**config.mk**
```make
export PLATFORM = sky130hd
export DESIGN_NAME = pci64x_target
export DESIGN_NICKNAME = d
export VERILOG_FILES = /design/src/rtl/pci64x_pkg.sv /design/src/rtl/pci64x_width_latch.sv /design/src/rtl/pci64x_addr_ctrl.sv /design/src/rtl/pci64x_data_merge.sv /design/src/rtl/pci64x_par_check.sv /design/src/rtl/pci64x_target.sv
export SDC_FILE = /design/constraint.sdc
export NUM_CORES = 1
export LEC_CHECK = 0
export ABC_AREA = 1
export ABC_CLOCK_PERIOD_IN_PS = 2050
export BUFFER_PORTS_ARGS = -buffer_cell sky130_fd_sc_hd__buf_2
export CELL_PAD_IN_SITES_DETAIL_PLACEMENT = 0
export CELL_PAD_IN_SITES_GLOBAL_PLACEMENT = 1
export CORE_UTILIZATION = 35
export DETAILED_ROUTE_END_ITERATION = 7
export GPL_TIMING_DRIVEN = 0
export PLACE_DENSITY = 0.72
export SETUP_SLACK_MARGIN = 0.4
export SYNTH_ARGS = -nofsm -noshare
export SYNTH_HDL_FRONTEND = slang
export SYNTH_HIERARCHICAL = 1
export SYNTH_SLANG_ARGS = --single-unit
export TNS_END_PERCENT = 50
```
**constraint.sdc**
```tcl
create_clock -name clk -period 2.05 [get_ports clk]
set_input_delay 0.1025 -clock clk [delete_from_list [all_inputs] [get_ports clk]]
set_output_delay 0.1025 -clock clk [all_outputs]
set_load 0.005 [all_outputs]
```
**src/rtl/pci64x_pkg.sv**
```systemverilog
package pci64x_pkg;
  localparam int LANE_W = 32;
  localparam int LANES  = 2;
  localparam int BUS_W  = LANE_W * LANES;
  localparam int BE_W   = BUS_W / 8;
  localparam int LBE_W  = LANE_W / 8;
  localparam int CMD_W  = 4;

  localparam logic [CMD_W-1:0] CMD_MEM_RD  = 4'b0110;
  localparam logic [CMD_W-1:0] CMD_MEM_WR  = 4'b0111;
  localparam logic [CMD_W-1:0] CMD_MEM_RDM = 4'b1100;
  localparam logic [CMD_W-1:0] CMD_DUALADR = 4'b1101;
  localparam logic [CMD_W-1:0] CMD_MEM_RDL = 4'b1110;
  localparam logic [CMD_W-1:0] CMD_MEM_WRI = 4'b1111;

  typedef enum logic [1:0] {
    ST_IDLE   = 2'd0,
    ST_ADR_HI = 2'd1,
    ST_DATA   = 2'd2
  } tgt_state_e;

  function automatic logic is_mem_cmd(input logic [CMD_W-1:0] c);
    return (c == CMD_MEM_RD) || (c == CMD_MEM_WR) || (c == CMD_MEM_RDM) ||
           (c == CMD_MEM_RDL) || (c == CMD_MEM_WRI);
  endfunction

  function automatic logic lane_parity(input logic [LANE_W-1:0] v);
    return ^v;
  endfunction
endpackage

```
**src/rtl/pci64x_width_latch.sv**
```systemverilog
module pci64x_width_latch (
  input  logic clk,
  input  logic rst_n,
  input  logic req64_n,
  output logic slot64
);
  // Follows REQ64# while reset is held; frozen from release on.
  always_ff @(posedge clk) begin
    if (!rst_n) slot64 <= !req64_n;
  end
endmodule

```
**src/rtl/pci64x_addr_ctrl.sv**
```systemverilog
module pci64x_addr_ctrl
  import pci64x_pkg::*;
(
  input  logic              clk,
  input  logic              rst_n,
  input  logic              slot64,
  input  logic              frame_n,
  input  logic              irdy_n,
  input  logic              req64_n,
  input  logic [BUS_W-1:0]  ad,
  input  logic [BE_W-1:0]   cbe_n,
  output logic              ack64_n,
  output logic              in_data,
  output logic [BUS_W-1:0]  addr_o,
  output logic [CMD_W-1:0]  cmd_o,
  output logic              addr_valid_o,
  output logic              wide_addr_ph
);
  tgt_state_e         st_q;
  logic [LANE_W-1:0]  lo_q;

  logic               addr_ph, is_dual, final_addr, grant_wide, xfer_end;
  logic [CMD_W-1:0]   next_cmd;
  logic [BUS_W-1:0]   next_addr;

  assign addr_ph      = (st_q == ST_IDLE) && !frame_n;
  assign is_dual      = (cbe_n[CMD_W-1:0] == CMD_DUALADR);
  assign wide_addr_ph = addr_ph && is_dual && slot64 && !req64_n;
  assign final_addr   = (addr_ph && (!is_dual || wide_addr_ph)) || (st_q == ST_ADR_HI);
  assign xfer_end     = (st_q == ST_DATA) && frame_n && irdy_n;
  assign in_data      = (st_q == ST_DATA);

  always_comb begin
    next_cmd  = cbe_n[CMD_W-1:0];
    next_addr = {{(BUS_W-LANE_W){1'b0}}, ad[LANE_W-1:0]};
    if (wide_addr_ph) begin
      next_cmd  = cbe_n[BE_W-1:BE_W-CMD_W];
      next_addr = ad;
    end else if (st_q == ST_ADR_HI) begin
      next_addr = {ad[LANE_W-1:0], lo_q};
    end
  end

  assign grant_wide = final_addr && slot64 && !req64_n && is_mem_cmd(next_cmd);

  always_ff @(posedge clk) begin
    if (!rst_n) begin
      st_q         <= ST_IDLE;
      lo_q         <= '0;
      ack64_n      <= 1'b1;
      addr_o       <= '0;
      cmd_o        <= '0;
      addr_valid_o <= 1'b0;
    end else begin
      addr_valid_o <= final_addr;
      if (final_addr) begin
        st_q    <= ST_DATA;
        addr_o  <= next_addr;
        cmd_o   <= next_cmd;
        ack64_n <= !grant_wide;
      end else if (addr_ph && is_dual) begin
        st_q <= ST_ADR_HI;
        lo_q <= ad[LANE_W-1:0];
      end else if (xfer_end) begin
        st_q    <= ST_IDLE;
        ack64_n <= 1'b1;
      end
    end
  end

  assert_narrow_slot_R1: assert property (@(posedge clk) disable iff (!rst_n)
    !slot64 |-> ack64_n);
  assert_ack_mem_only_R3: assert property (@(posedge clk) disable iff (!rst_n)
    !ack64_n |-> is_mem_cmd(cmd_o));
  assert_ack_hold_R4: assert property (@(posedge clk) disable iff (!rst_n)
    (!ack64_n && !(frame_n && irdy_n)) |=> !ack64_n);
  assert_ack_release_R4: assert property (@(posedge clk) disable iff (!rst_n)
    (!ack64_n && frame_n && irdy_n) |=> ack64_n);
endmodule

```
**src/rtl/pci64x_data_merge.sv**
```systemverilog
module pci64x_data_merge
  import pci64x_pkg::*;
(
  input  logic              clk,
  input  logic              rst_n,
  input  logic              in_data,
  input  logic              ack64_n,
  input  logic              req64_n,
  input  logic              irdy_n,
  input  logic              trdy_n,
  input  logic [BUS_W-1:0]  ad,
  input  logic [BE_W-1:0]   cbe_n,
  output logic [BUS_W-1:0]  wdata_o,
  output logic [BE_W-1:0]   be_o,
  output logic              beat_valid_o,
  output logic              wide_beat_o,
  output logic              wide_beat_ph
);
  logic beat_ph;
  logic [LANES-1:0]  lane_on;
  logic [BUS_W-1:0]  data_m;
  logic [BE_W-1:0]   be_m;

  assign beat_ph      = in_data && !irdy_n && !trdy_n;
  assign wide_beat_ph = beat_ph && !ack64_n && !req64_n;

  for (genvar g = 0; g < LANES; g++) begin : g_lane
    if (g == 0) begin : g_base
      assign lane_on[g] = 1'b1;
    end else begin : g_ext
      assign lane_on[g] = wide_beat_ph;
    end
    assign data_m[g*LANE_W +: LANE_W] = lane_on[g] ? ad[g*LANE_W +: LANE_W] : '0;
    assign be_m[g*LBE_W +: LBE_W]     = lane_on[g] ? ~cbe_n[g*LBE_W +: LBE_W] : '0;
  end

  always_ff @(posedge clk) begin
    if (!rst_n) begin
      wdata_o      <= '0;
      be_o         <= '0;
      beat_valid_o <= 1'b0;
      wide_beat_o  <= 1'b0;
    end else begin
      beat_valid_o <= beat_ph;
      wide_beat_o  <= wide_beat_ph;
      if (beat_ph) begin
        wdata_o <= data_m;
        be_o    <= be_m;
      end
    end
  end

  assert_narrow_upper_clear_R8: assert property (@(posedge clk) disable iff (!rst_n)
    (beat_valid_o && !wide_beat_o) |-> (be_o[BE_W-1:LBE_W] == '0 && wdata_o[BUS_W-1:LANE_W] == '0));
  assert_wide_needs_grant_R9: assert property (@(posedge clk) disable iff (!rst_n)
    wide_beat_o |-> $past(!ack64_n));
endmodule

```
**src/rtl/pci64x_par_check.sv**
```systemverilog
module pci64x_par_check
  import pci64x_pkg::*;
(
  input  logic              clk,
  input  logic              rst_n,
  input  logic              upper_used,
  input  logic [LANE_W-1:0] ad_hi,
  input  logic              par64,
  output logic              perr_o
);
  logic pend_q, exp_q;

  always_ff @(posedge clk) begin
    if (!rst_n) begin
      pend_q <= 1'b0;
      exp_q  <= 1'b0;
      perr_o <= 1'b0;
    end else begin
      pend_q <= upper_used;
      exp_q  <= lane_parity(ad_hi);
      perr_o <= pend_q && (par64 != exp_q);
    end
  end

  assert_perr_after_wide_R11: assert property (@(posedge clk) disable iff (!rst_n)
    perr_o |-> $past(upper_used, 2));
endmodule

```
**src/rtl/pci64x_target.sv**
```systemverilog
module pci64x_target
  import pci64x_pkg::*;
(
  input  logic              clk,
  input  logic              rst_n,
  input  logic              frame_n,
  input  logic              irdy_n,
  input  logic              trdy_n,
  input  logic              req64_n,
  input  logic [BUS_W-1:0]  ad,
  input  logic [BE_W-1:0]   cbe_n,
  input  logic              par64,
  output logic              ack64_n,
  output logic [BUS_W-1:0]  addr_o,
  output logic [CMD_W-1:0]  cmd_o,
  output logic              addr_valid_o,
  output logic [BUS_W-1:0]  wdata_o,
  output logic [BE_W-1:0]   be_o,
  output logic              beat_valid_o,
  output logic              wide_beat_o,
  output logic              perr_o
);
  logic slot64, in_data, wide_addr_ph, wide_beat_ph, upper_used;

  pci64x_width_latch u_width (
    .clk(clk), .rst_n(rst_n), .req64_n(req64_n), .slot64(slot64)
  );

  pci64x_addr_ctrl u_addr (
    .clk(clk), .rst_n(rst_n), .slot64(slot64), .frame_n(frame_n), .irdy_n(irdy_n),
    .req64_n(req64_n), .ad(ad), .cbe_n(cbe_n), .ack64_n(ack64_n), .in_data(in_data),
    .addr_o(addr_o), .cmd_o(cmd_o), .addr_valid_o(addr_valid_o),
    .wide_addr_ph(wide_addr_ph)
  );

  pci64x_data_merge u_data (
    .clk(clk), .rst_n(rst_n), .in_data(in_data), .ack64_n(ack64_n), .req64_n(req64_n),
    .irdy_n(irdy_n), .trdy_n(trdy_n), .ad(ad), .cbe_n(cbe_n), .wdata_o(wdata_o),
    .be_o(be_o), .beat_valid_o(beat_valid_o), .wide_beat_o(wide_beat_o),
    .wide_beat_ph(wide_beat_ph)
  );

  assign upper_used = wide_addr_ph || wide_beat_ph;

  pci64x_par_check u_par (
    .clk(clk), .rst_n(rst_n), .upper_used(upper_used),
    .ad_hi(ad[BUS_W-1:LANE_W]), .par64(par64), .perr_o(perr_o)
  );

  assert_phase_exclusive_R6: assert property (@(posedge clk) disable iff (!rst_n)
    !(wide_addr_ph && wide_beat_ph));
endmodule

```
**Yosys cells after proc, flatten, opt, wreduce, memory -nomap -nowiden**

Index checks and enable logic that the tools add are counted.

- Register bits: 182
- Input port bits: 79
- Output and inout bits: 145
- Logic and storage cells: 77

- Equality and inequality tests: 10
- Mux-type cells: 11
- Bitwise logic cells: 4
- Reductions and logical operators: 37

Operators with widths:

| operator | count |
|---|---|
| 2-to-1 mux 64 bit | 2 |
| 2-to-1 mux 32 bit | 1 |
| XOR reduction 32 bit | 1 |
| == test 4 bit, second input constant | 4 |
| logical AND 1 bit | 15 |
| == test 4 x 3 -> 1 bit, second input constant | 2 |
| 2-to-1 mux 4 bit | 2 |
| NOT 4 bit | 2 |
| logical NOT 1 bit | 7 |
| logical OR 1 bit | 7 |
| 2-to-1 mux 2 bit | 3 |
| AND reduction 2 bit | 2 |
| nonzero test 2 bit | 2 |
| 2-to-1 mux 1 bit | 3 |
| nonzero test 3 bit | 1 |
| == test 2 x 1 -> 1 bit, second input constant | 1 |
| == test 2 bit, second input constant | 1 |
| logical NOT 2 bit | 1 |
| inequality test 2 x 1 -> 1 bit, second input constant | 1 |
| NOT 1 bit | 2 |
| OR reduction 2 bit | 1 |
| inequality test 1 bit | 1 |

**Depth between registers and ports, before layout**

- Depth after elaboration: 14
- Mapped depth: 13
- Mapped depth without buffers: 13

**By module**

The synthesis kept the hierarchy.

By module, submodules not included:

| module | times used | cells an instance | area each (µm²) | sequential area each (µm²) |
|---|---|---|---|---|
| pci64x_addr_ctrl | 1 | 526 | 4259.1 | 2082.0 |
| pci64x_data_merge | 1 | 338 | 2756.4 | 1481.4 |
| pci64x_par_check | 1 | 214 | 890.9 | 60.1 |
| pci64x_width_latch | 1 | 3 | 37.5 | 30.0 |
| pci64x_target | 1 | 3 | 11.3 | 0.0 |

**Least setup slack after synthesis**

Ideal clock, no wire load.

- Path kind: reg-to-reg
- Start: register u_addr.st_q[1]
- End: register u_par.pend_q
- Setup time: 56 ps
- Data arrival time: 1401 ps
- Required time: 1994 ps
- Path slack: 593 ps
- Cell stages (with the launch flop): 12
- Buffers on the path: 1
- Period minus slack after synthesis: 1457 ps
- Cells stage by stage: dfxtp_1 > inv_1 > nor2_1 > nand2_2 > nor2_8 > buf_4 > nand2_1 > inv_1 > inv_1 > nand2_1 > nand2_1 > inv_1

- Longest elaborated chain between the ends: 6
- Elaborated cells on any way between the ends: 11
- Those cells by class: eq/ne (1); reduce/logical (10)

Ends and longest elaborated chain:

| element | line | text |
|---|---|---|
| start, declared | pci64x_addr_ctrl.sv:19 | `tgt_state_e st_q;` |
| start signal, assigned | pci64x_addr_ctrl.sv:48 | `st_q <= ST_IDLE;` |
| start signal, assigned | pci64x_addr_ctrl.sv:57 | `st_q <= ST_DATA;` |
| start signal, assigned | pci64x_addr_ctrl.sv:62 | `st_q <= ST_ADR_HI;` |
| == test 2 bit | pci64x_addr_ctrl.sv:31 | `assign in_data = (st_q == ST_DATA);` |
| net in_data | pci64x_target.sv:23 | `logic slot64, in_data, wide_addr_ph, wide_beat_ph, upper_used;` |
| logical AND 1 bit (2 in series) | pci64x_data_merge.sv:24 | `assign beat_ph = in_data && !irdy_n && !trdy_n;` |
| logical AND 1 bit (2 in series) | pci64x_data_merge.sv:25 | `assign wide_beat_ph = beat_ph && !ack64_n && !req64_n;` |
| net wide_beat_ph | pci64x_target.sv:23 |  |
| logical OR 1 bit | pci64x_target.sv:43 | `assign upper_used = wide_addr_ph \|\| wide_beat_ph;` |
| net upper_used | pci64x_target.sv:23 |  |
| end signal, assigned | pci64x_par_check.sv:19 | `pend_q <= upper_used;` |
| end, declared | pci64x_par_check.sv:11 | `logic pend_q, exp_q;` |

The timed path passes the listed nets, and every way through them passes these cells.
A chain may end at the register's enable or synchronous reset.

**Final worst setup path**

- Start: register u_width.slot64
- End: register u_addr.addr_o[18]

- Longest elaborated chain between the ends: 5
- Elaborated cells on any way between the ends: 6
- Those cells by class: mux (1); reduce/logical (5)

Ends and longest elaborated chain:

| element | line | text |
|---|---|---|
| start, declared | pci64x_width_latch.sv:5 | `output logic slot64` |
| start signal, assigned | pci64x_width_latch.sv:9 | `if (!rst_n) slot64 <= !req64_n;` |
| logical AND 1 bit (*) (2 in series) | pci64x_addr_ctrl.sv:28 | `assign wide_addr_ph = addr_ph && is_dual && slot64 && !req64_n;` |
| logical OR 1 bit | pci64x_addr_ctrl.sv:29 | `assign final_addr = (addr_ph && (!is_dual \|\| wide_addr_ph)) \|\| (st_q == ST_ADR_HI);` |
| logical AND 1 bit | pci64x_addr_ctrl.sv:29 |  |
| logical OR 1 bit | pci64x_addr_ctrl.sv:29 |  |
| end signal, assigned | pci64x_addr_ctrl.sv:58 | `addr_o <= next_addr;` |
| end, declared | pci64x_addr_ctrl.sv:14 | `output logic [BUS_W-1:0] addr_o,` |

Mark *: on every way between the ends. The rest lies on a longest branch, timed or not.

==> impl_results.md <==
* Mapped Cells at 1,084
* Period utilization at 0.771
* Critical Path Source Type: flop
* WHS Endpoint: u_addr/st_q[1]
* Hold Path Depth at 4
* Worst slew pin tran at 737 ps
* Sequential element share of the synthesized area at 0.459
* First-pass GRT wire length at 43.7 mm
* Cell family with most CP delay: simple AND/OR/NAND/NOR gates
* Port Buffer Count at 223
* CP required at 2420 ps
* CP Cell Sequence: inv_1 -> nor2_4 -> inv_1 -> nand2_1 -> nand2_1 -> nand2_4 -> nand2_8 -> inv_6 -> buf_4 -> o21ai_0 -> o21ai_1
* H-tree depth at 4
* Minimum clock period at 1580 ps
* CP Capture Type: flop
* Vias in the first global route at 7,903
* Hold WC Path Type: in2reg
* TritonCTS clock tree: done
* Multi-input gate area in the final layout at 3700 um^2
* Post-synth EDFFs at 1
* Mapped Area at 7960 um^2
* Net switching power at 0.00230 W
* Slew headroom at 0.508
* Gate power share at 0.136
* Most frequent cells after synthesis: nand2_1, dfxtp_1, o21ai_1, a21oi_1, nand4_1
* DRC at 11
* Final Instance Area at 11,000 um^2
* GRT overflow at 0
* Wire per inst at 16.4 um
* Crit Path Class: reg2reg
* Pwr Total at 0.00833 W
* Switch share at 0.276
* Worst vdd ir at 0.000499 V
* Met3 WL at 1.48 mm
* Crit path max fanout at 10
* Hold Startpoint: irdy_n
* Synth area leaders: dfxtp_1, nand2_1, o21ai_1, nand4_1, a21oi_1
* Die Y at 153 um
* Clk_skew at 10.9 ps
* Pin count of the biggest net entering global routing at 18
* R2r worst-path depth at 11
* Final WL at 27.9 mm
* Largest stage delay, worst path at 330 ps
* Ys flop type: dfxtp_1
* Highest Clock Rate at 0.633 GHz
* Placed instance area at 9420 um^2
* Clock Sink Count at 182
* Top sig layer: met4
* Post-synth cell types at 34
* Post-synthesis register bit count at 182
* Total die area at 23,300 um^2
* Synth top area share at 0.455
* Asr flop ratio synth at 0
* CTS Buf Count at 17
* DRT iter0 DRCs at 509
* Width of the die at 153 um
* Largest area contributor in the netlist: dfxtp_1
* DP Wirelength at 20.5 mm
* Vias at 8,433
* Failing checks: DRC
* Final Hold Fails at 0
* Core ar. at 22,000 um^2
* FF+latch area at 3660 um^2
* Number of warnings issued by yosys at 6
* CTS root buf: clkbuf_16
* TritonRoute pass-1 iters at 7
* Sum Neg Setup Slack at 0 ps
* Post-Syn Nets at 1,163
* Final-report max-slew violation count at 0
* Maxcap violations at 0
* Avg Inst Size Synth at 7.34 um^2
* WL met2 at 12.5 mm
* Final setup violation count at 0
* Critical Path AT at 1950 ps
* Clock-pin slew on the worst setup and hold paths at 70 ps
* R2r setup slk at 470 ps
* Count leader, synth: nand2_1
* Vias/cell at 4.95
* Final ANT Viol Nets at 0
* Share of cells above drive strength 1 at 0.256
* Std cell rows at 54
* WL met1 at 13.3 mm
* Worst-Skew Late Latency at 440 ps
* CTS max path bufs at 2
* Ports at 224
* Power Density at 761 nW/um^2
* WP buf/inv at 4
* Reg-to-Reg End: u_addr/addr_o[18]
* LEAKAGE at 5.21 nW
* Reg power frac at 0.443
* Synthesis-to-finish area growth at 37.7%
* Placer Congestion at 0.828
* Run status: finished, violations left
* Int Pwr at 0.00604 W
* Initial antenna violation count at 2
* Total Nets Final at 1,488
* Clock power frac at 0.421
* Crit path max-delay cell type: edfxtp_1
* Unrepaired setup endpoints after global routing: yes
* Initial core utilization at 0.361
* Launching point of the worst reg2reg path: u_width/slot64
* Fill cells at 2,282
* GRT Util Overall at 0.239
registers in the layout, indices dropped and copies added, names as in the netlist:
name                 cells
u_addr/addr_o           64
u_data/wdata_o          64
u_addr/lo_q             32
u_data/be_o              8
u_addr/cmd_o             4
u_addr/st_q              2
u_addr/ack64_n           1
u_addr/addr_valid_o      1
u_data/beat_valid_o      1
u_data/wide_beat_o       1
u_par/exp_q              1
u_par/pend_q             1
u_par/perr_o             1
u_width/slot64           1
final cells by class:
cell class,instances,area share
flip-flops and latches,182,0.334
clock buffers,18,0.0392
diodes,2,0.000457
repair buffers,306,0.176
well taps,280,0.0320
clock inverters,14,0.0175
plain buffers,71,0.0414
inverters,63,0.0227
multi-input cells,768,0.338
through the flow:
step	hold WS, ps	setup WS, ps	cells	util
floorplan	196	593	1084	-
global placement	302	274	1587	0.428
detailed placement	307	299	1587	0.428
CTS	2.06	369	1695	0.491
global route	32.5	354	1704	0.498
finish	9.65	470	1704	0.498
power groups by stage:
| stage | Clock [W] | Combinational (W) | Sequential, W |
|---|---|---|---|
| finish | 0.00351 | 0.00113 | 0.00370 |
| global route | 0.00371 | 0.00124 | 0.00371 |
| CTS | 0.00357 | 0.00109 | 0.00369 |
| detailed placement | 0 | 0.000969 | 0.00378 |
| global placement | 0 | 0.000964 | 0.00377 |
| floorplan | 0 | 0.000509 | 0.00378 |
worst max path at each step:
stage | from | end | slack, ps | cells past startpoint
2_1_floorplan | u_addr/st_q[1] | u_par/pend_q | 590 | 11
3_3_place_gp | u_addr/st_q[1] | u_par/pend_q | 270 | 11
3_5_place_dp | u_addr/st_q[1] | u_par/pend_q | 300 | 11
4_1_cts | u_addr/st_q[0] | u_addr/addr_o[24] | 370 | 6
5_1_grt | u_width/slot64 | u_addr/addr_o[14] | 350 | 11
6_report | u_width/slot64 | u_addr/addr_o[18] | 470 | 11
worst reg2reg max path: stages, from the launching register on:
cell	delay [ps]
edfxtp_1	330
inv_1	60
nor2_4	150
inv_1	60
nand2_1	70
nand2_1	80
nand2_4	160
nand2_8	110
inv_6	120
buf_4	170
o21ai_0	90
o21ai_1	130
layer usage:
metal	vias up	track usage
li1	4249	-
met5	-	0
met1	3879	0.328
met3	44	0.0370
met2	261	0.380
met4	0	0.0861
cell usage in the layout (no fill, tap or decap), types with 3 or more instances in the layout:
cell type / n
buf_6: 11
nor2_4: 3
a22oi_1: 13
nand2_2: 4
nor2_2: 4
dfxtp_1: 179
a21oi_1: 70
nand2_1: 388
clkbuf_4: 6
nand4_1: 70
dlygate4sd3_1: 74
clkinvlp_4: 4
xnor2_1: 3
buf_2: 238
buf_4: 20
nor2_1: 42
clkbuf_2: 9
buf_1: 4
o21ai_1: 98
inv_1: 54
clkbuf_16: 17
bufinv_16: 3
nand3_1: 40
inv_6: 6
clkbuf_1: 15
inv_2: 6
a22oi_2: 19
what timing repair did:
action,CTS,global route
endpoints found under the setup margin,128,165
hold endpoints to repair,106,0
pin swaps,1,3
resized for setup,7,42
setup buffers,2,7
hold buffers,74,0
kinds of logic after synthesis:
kind of cell	Yosys count	share of synthesized area
XOR/XNOR	4	0.00440
flip-flops	182	0.459
AO/OA/AOI/OAI	205	0.152
AND/OR/NAND/NOR	559	0.304
buffers and inverters	134	0.0797
(Power assumes the default switching activity.)
